### config.mk
export PLATFORM = sky130hd
export DESIGN_NAME = intc_two_level
export DESIGN_NICKNAME = d
export VERILOG_FILES = /design/src/rtl/intc_pkg.sv /design/src/rtl/intc_flags.sv /design/src/rtl/intc_arbiter.sv /design/src/rtl/intc_level_track.sv /design/src/rtl/intc_two_level.sv
export SDC_FILE = /design/constraint.sdc
export NUM_CORES = 1
export LEC_CHECK = 0
export CORE_MARGIN = 4
export CORE_UTILIZATION = 45
export CTS_CLUSTER_SIZE = 16
export DETAILED_ROUTE_END_ITERATION = 7
export GPL_TIMING_DRIVEN = 0
export PLACE_DENSITY = 0.85
export SYNTH_ARGS = -nofsm -noshare
export SYNTH_HDL_FRONTEND = slang
export SYNTH_SLANG_ARGS = --single-unit
### constraint.sdc
create_clock -name clk -period 5.1 [get_ports clk]
set_input_delay 0.51 -clock clk [delete_from_list [all_inputs] [get_ports clk]]
set_output_delay 0.51 -clock clk [all_outputs]
set_load 0.05 [all_outputs]
### src/rtl/intc_pkg.sv
package intc_pkg;

    localparam int NSRC  = 5;
    localparam int NHW   = 4;
    localparam int SRC_W = $clog2(NSRC);

    typedef struct packed {
        logic             valid;
        logic             hi;
        logic [SRC_W-1:0] idx;
    } pick_t;

    typedef struct packed {
        logic hi;
        logic lo;
    } lvl_t;

    // lowest set index wins
    function automatic pick_t first_of(input logic [NSRC-1:0] m, input logic hi);
        pick_t p;
        p    = '0;
        p.hi = hi;
        for (int i = NSRC - 1; i >= 0; i--) begin
            if (m[i]) begin
                p.valid = 1'b1;
                p.idx   = SRC_W'(i);
            end
        end
        return p;
    endfunction

endpackage

### src/rtl/intc_flags.sv
module intc_flags
    import intc_pkg::*;
#(
    parameter int N = NHW
) (
    input  logic         clk,
    input  logic         rst,
    input  logic [N-1:0] set,
    input  logic [N-1:0] clr,
    output logic [N-1:0] q
);
    always_ff @(posedge clk) begin
        if (rst) q <= '0;
        else     q <= (q & ~clr) | set;
    end
endmodule

### src/rtl/intc_arbiter.sv
module intc_arbiter
    import intc_pkg::*;
(
    input  logic [NSRC-1:0] pend,
    input  logic [NSRC-1:0] en,
    input  logic            gen,
    input  logic [NSRC-1:0] prio,
    input  lvl_t            act,
    output pick_t           pick
);
    logic [NSRC-1:0] req, hi_m, lo_m;
    pick_t hp, lp;

    always_comb begin
        req  = pend & en & {NSRC{gen}};
        hi_m = req & prio;
        lo_m = req & ~prio;
        hp   = first_of(hi_m, 1'b1);
        lp   = first_of(lo_m, 1'b0);
        pick = '0;
        if (!act.hi) begin
            if (hp.valid)    pick = hp;
            else if (!act.lo) pick = lp;
        end
    end
endmodule

### src/rtl/intc_level_track.sv
module intc_level_track
    import intc_pkg::*;
(
    input  logic clk,
    input  logic rst,
    input  logic take,
    input  logic take_hi,
    input  logic reti,
    output lvl_t act
);
    lvl_t nxt;

    always_comb begin
        nxt = act;
        if (reti) begin
            if (act.hi) nxt.hi = 1'b0;
            else        nxt.lo = 1'b0;
        end
        if (take) begin
            if (take_hi) nxt.hi = 1'b1;
            else         nxt.lo = 1'b1;
        end
    end

    always_ff @(posedge clk) begin
        if (rst) act <= '0;
        else     act <= nxt;
    end
endmodule

### src/rtl/intc_two_level.sv
module intc_two_level
    import intc_pkg::*;
#(
    parameter int                ADDR_W   = 16,
    parameter logic [ADDR_W-1:0] VEC_BASE = 16'h0003,
    parameter int                VEC_STEP = 8
) (
    input  logic              clk,
    input  logic              rst,
    input  logic [3:0]        evt_set,
    input  logic              ser_rx_done,
    input  logic              ser_tx_done,
    input  logic              ie_wr,
    input  logic [5:0]        ie_din,
    input  logic              ip_wr,
    input  logic [4:0]        ip_din,
    input  logic              insn_done,
    input  logic              reti,
    output logic              ack,
    output logic [2:0]        ack_src,
    output logic [ADDR_W-1:0] vec_addr,
    output logic [3:0]        flag_q,
    output logic [1:0]        active_lvl
);
    localparam int GBIT = NSRC;

    logic [NSRC:0]   ie_q;
    logic [NSRC-1:0] ip_q;
    logic [NHW-1:0]  hw_clr;
    logic [NSRC-1:0] pend;
    logic            take;
    pick_t           pick;
    lvl_t            act;

    always_ff @(posedge clk) begin
        if (rst) begin
            ie_q <= '0;
            ip_q <= '0;
        end else begin
            if (ie_wr) ie_q <= ie_din;
            if (ip_wr) ip_q <= ip_din;
        end
    end

    intc_flags #(.N(NHW)) u_flags (
        .clk (clk),
        .rst (rst),
        .set (evt_set),
        .clr (hw_clr),
        .q   (flag_q)
    );

    assign pend = {ser_rx_done | ser_tx_done, flag_q};

    intc_arbiter u_arb (
        .pend (pend),
        .en   (ie_q[NSRC-1:0]),
        .gen  (ie_q[GBIT]),
        .prio (ip_q),
        .act  (act),
        .pick (pick)
    );

    assign take = insn_done & pick.valid;

    // serial source has no hardware clear
    generate
        for (genvar g = 0; g < NHW; g++) begin : g_clr
            assign hw_clr[g] = take && (pick.idx == SRC_W'(g));
        end
    endgenerate

    intc_level_track u_lvl (
        .clk     (clk),
        .rst     (rst),
        .take    (take),
        .take_hi (pick.hi),
        .reti    (reti),
        .act     (act)
    );

    assign active_lvl = {act.hi, act.lo};

    always_ff @(posedge clk) begin
        if (rst) begin
            ack      <= 1'b0;
            ack_src  <= '0;
            vec_addr <= '0;
        end else begin
            ack <= take;
            if (take) begin
                ack_src  <= pick.idx;
                vec_addr <= VEC_BASE + ADDR_W'(VEC_STEP) * ADDR_W'(pick.idx);
            end
        end
    end
endmodule

* Word level (Yosys, flattened, before mapping)
Cells that the tools add are included.
** Operators by class
- $add $sub $neg :: 1
- Equal/unequal tests :: 3
- Muxes and demuxes :: 28
- Bitwise operators :: 10
- Reduce and logical (&&, ||, !) cells :: 5
** Operators by type and width (count)
- $mux W3 :: 10
- $and A5 B5 Y5 :: 4
- $mux W5 :: 3
- $mux W1 :: 13
- $add A2 B6 Y7 const A :: 1
- $eq A3 B2 Y1 const B :: 2
- $not A5 Y5 :: 1
- $and A4 B4 Y4 :: 1
- $logic_and A1 B1 Y1 :: 4
- $mux W2 :: 2
- $not A4 Y4 :: 1
- $or A4 B4 Y4 :: 1
- $eq A3 B1 Y1 const B :: 1
- $logic_not A3 Y1 :: 1
- $and A1 B1 Y1 :: 1
- $or A1 B1 Y1 :: 1
** Word-level totals
- Flip-flop bits (word level) :: 37
- Input port bits :: 23
- Output and inout port bits :: 26
- Word-level logic and storage cells :: 55

* Longest topological paths before layout
- Depth in word-level cells :: 17
- Mapped depth :: 7
- Gate-level depth less buffers :: 6

* Hierarchy
A second synthesis with hierarchy kept.
** Unflattened totals
- Cells, all modules :: 136
- Area total of the unflattened synthesis :: 1201.2 µm²
** Modules (own cells, without submodules)
- intc_two_level :: instances 1, cells an instance 79, area an instance 762.0 µm², seq. area each 320.3 µm²
- intc_arbiter :: instances 1, cells an instance 32, area an instance 219.0 µm², seq. area each 0.0 µm²
- intc_flags :: instances 1, cells an instance 16, area an instance 140.1 µm², seq. area each 80.1 µm²
- intc_level_track :: instances 1, cells an instance 9, area an instance 80.1 µm², seq. area each 40.0 µm²

* Least setup slack after synthesis
Ideal clock, no wire load.
- Path type :: reg-to-reg
- Start :: register u_flags.q[2]
- End :: register u_flags.q[1]
- Arrival :: 1863 ps
- Setup slack :: 3146 ps
- Stages on the path, launching flop included :: 7
- Buffers on the path :: 0
- Period minus slack after synthesis :: 1954 ps
- Cell sequence :: dfxtp_1 nand3_1 o21ai_2 or3b_1 a21oi_2 o21ai_2 a311oi_1
** Between the ends
- Cells in the longest elaborated chain, start to end :: 14
** RTL lines
- from (decl) :: RTL line intc_flags.sv:10 : output logic [N-1:0] q
- from (signal assigned) :: RTL line intc_flags.sv:14 : else q <= (q & ~clr) | set;
- $and A5 B5 Y5 * (2 in a row) :: RTL line intc_arbiter.sv:15 : req = pend & en & {NSRC{gen}};
- $and A5 B5 Y5 :: RTL line intc_arbiter.sv:17 : lo_m = req & ~prio;
- $mux W3 or $mux W1 (tied branches) (3 in a row) :: RTL line intc_pkg.sv:24 : if (m[i]) begin
- $mux W5 :: RTL line intc_arbiter.sv:23 : else if (!act.lo) pick = lp;
- $mux W5 * :: RTL line intc_arbiter.sv:22 : if (hp.valid) pick = hp;
- $mux W5 * :: RTL line intc_arbiter.sv:21 : if (!act.hi) begin
- $eq A3 B1 Y1 or $and A1 B1 Y1 (tied branches) :: RTL line intc_two_level.sv:69, intc_two_level.sv:64
- $logic_and A1 B1 Y1 * :: RTL line intc_two_level.sv:69 : assign hw_clr[g] = take && (pick.idx == SRC_W'(g));
- $not A4 Y4 * :: RTL line intc_flags.sv:14
- $and A4 B4 Y4 * :: RTL line intc_flags.sv:14
- $or A4 B4 Y4 * :: RTL line intc_flags.sv:14
Every way passes the cells marked *; elsewhere a longest branch is shown, timed or not.
A chain may end at the register's enable or synchronous reset.

* Final worst setup path
- Start :: input ser_tx_done
- End :: register ack_src[2]
** Between the ends
- Cells in the longest elaborated chain, start to end :: 13
** RTL lines
- from (decl) :: RTL line intc_two_level.sv:12 : input logic ser_tx_done,
- $or A1 B1 Y1 * :: RTL line intc_two_level.sv:53 : assign pend = {ser_rx_done | ser_tx_done, flag_q};
- $and A5 B5 Y5 * (2 in a row) :: RTL line intc_arbiter.sv:15
- $and A5 B5 Y5 :: RTL line intc_arbiter.sv:17
- $mux W1 (5 in a row) :: RTL line intc_pkg.sv:24
- $mux W5 :: RTL line intc_arbiter.sv:23
- $mux W5 * :: RTL line intc_arbiter.sv:22
- $mux W5 * :: RTL line intc_arbiter.sv:21
- $and A1 B1 Y1 :: RTL line intc_two_level.sv:64 : assign take = insn_done & pick.valid;
- to (signal assigned) :: RTL line intc_two_level.sv:92 : ack_src <= pick.idx;
- to (decl) :: RTL line intc_two_level.sv:20 : output logic [2:0] ack_src,
Marked as above.

==> metrics.txt <==
run status complete, no violations; # setup viols final 0; GPL Wtd Cong 0.849; Post-DP Area 1580 sq um; DR WL/cell 13.8 um; synth warn 0; Post-Route Setup TNS 0 ns; largest net degree at the start of global routing 13; Post-CTS Hold Buffers 0; H-tree depth 1; max_slew headroom 48.0%; Tcrit/Tclk final 44.8%; detailed-route DRC error count 0; Post-synth EDFFs 0; hpwl dp 2.37 mm; fin area 1620 sq um; Clk pin slew, worst setup/hold paths 0.12 ns; worst-skew pair later-pin latency 0.30 ns; antenna-violating nets left 0; Die W 58.7 um; first-pass GRT wire length 4.82 mm; Mapped Area 1160 sq um; Worst Hold Class flop to flop; Int Pwr 0.261 mW; core area 2450 sq um; RSZ-0062 raised after global routing no; Worst VDD drop 0.000235 V; Net Sw Power 0.113 mW; Syn Inst Count 132; Die Y 58.7 um; Max clock buf depth 2; WL final 2.91 mm; GRT Util Overall 17.9%; vias per cell 5.18; Place WS 2.49 ns; Initial Util 47.1%; post-route setup slack 2.81 ns; Layout fillers 216; max_cap viols 0; most used routing layer met2; Tot Pwr 0.374 mW; Mean Syn Cell Area 8.76 sq um; Max FO, Critical Path 5; initial antenna violation count 0; Data required, critical path 5.29 ns; Row Count 18; Inserted Clock Buffers 3; M2 GR Usage 30.3%; crit path DAT 2.48 ns; ys flop type dfxtp_1; Setup Skew 0.00173 ns; Post-synth ARST share 0%; Post-CTS Resized 0; post-synthesis register bit count 22; Max Slew Vio Count 0; M1 GR Usage 22.5%; # IOs 49; Netlist cell types 36; die area 3440 sq um; Gate power share 23.9%; Final Net Count 205; commonest non-fill, non-tap cell in the layout clkdlybuf4s50_1; root buffer cell clkbuf_4; Leak 0.733 nW; CTS sink cnt 22; Area growth syn-to-layout 39.9%; M3 GR Usage 4.82%; power share of the clock group 25.9%; postcts setup bufs 0; Port-buffer cells 35; post-layout min period 2.29 ns; length of the first detailed-routing pass in iterations 4; Worst setup SP type primary input; f_max 437 MHz; kind of critical path primary input to flop; power density cells 231 nW/um^2; number of global-route vias before repair 1047; most frequent cells in the layout clkdlybuf4s50_1, nor2_1, dfxtp_1; worst hold slack 0.497 ns; Switching Fraction 30.2%; Post-Place Cells 207; sequential area share after synthesis 38.1%; ant diodes 0; clock tree from TritonCTS done; GRT overflow 0; initial drt markers 37; vias after detailed routing 1092; final design utilization 65.9%; crit end category flop; layout cells sized above 1 16.0%; hold violation count in the final report 0; Finished Layout Cells 211; slew at the pin closest to its max-slew limit 0.768 ns; sequential power share 50.2%
[cells in the mapped netlist, types with 2 or more instances]
library cell	instances	area [sq um]
a21oi_1	5	25.0
nand4_1	4	25.0
clkbuf_1	3	11.3
nand2_1	7	26.3
nor3_1	4	20.0
buf_4	15	113
nand3_1	4	20.0
o21ai_2	2	17.5
nor2_1	23	86.3
inv_1	6	22.5
mux2i_1	12	120
nand2b_1	2	12.5
dfxtp_1	22	440
[metal layers]
metal	wire length [um]	vias up	part of all wire [%]
li1	-	533	-
met4	36	0	1.2
met2	1450	40	50
met1	1230	514	42
met3	195	5	6.7
met5	0	-	0
[layout make-up]
cell class | instances | area, sq um | area share [%]
sequential | 22 | 440 | 27.2
inverter | 6 | 22.5 | 1.39
buffer | 20 | 139 | 8.58
clock buffer | 4 | 36.3 | 2.24
multi-input combinational | 94 | 592 | 36.6
tap | 30 | 37.5 | 2.32
timing repair buffer | 35 | 350 | 21.7
[flip-flops by register name, summed over array words and instances, names as in the netlist]
signal     cells
ack            1
ack_src        3
ie_q           6
ip_q           5
u_flags.q      4
u_lvl.act      2
vec_addr       1
[critical path, stage by stage]
cell             delay [ns]
clkdlybuf4s50_1        0.41
o211ai_2               0.28
nor2_1                 0.07
o311ai_1               0.69
nand2_1                0.26
mux2i_1                0.20
nor2_1                 0.05
[power groups by stage]
stage	Clock [mW]	Combinational [mW]	Sequential (mW)
floorplan	0	0.0496	0.201
global placement	0	0.0869	0.191
detailed placement	0	0.0890	0.192
CTS	0.0978	0.0893	0.188
global route	0.103	0.0950	0.189
finish	0.0967	0.0895	0.188
[final timing paths]
kind | cells past startpoint | slack (ns) | endpoint | start
worst min-delay path | 2 | 0.50 | ack_src[0]$_SDFFE_PP0P_ | ack_src[0]$_SDFFE_PP0P_
worst max-delay path | 7 | 2.81 | ack_src[2]$_SDFFE_PP0P_ | ser_tx_done
worst max register to register | 7 | 3.07 | ack_src[2]$_SDFFE_PP0P_ | ie_q[5]$_SDFFE_PP0P_
worst min register to register | 2 | 0.50 | ack_src[0]$_SDFFE_PP0P_ | ack_src[0]$_SDFFE_PP0P_
[cell families after synthesis]
logic type / after synthesis / share of synthesized area, %
AND/OR/NAND/NOR: 50 / 21.6
buffers and inverters: 26 / 14.0
other: 1 / 0.324
multiplexers: 12 / 10.4
AO/OA/AOI/OAI: 21 / 15.6
flip-flops: 22 / 38.1
(Power assumes the default switching activity.)
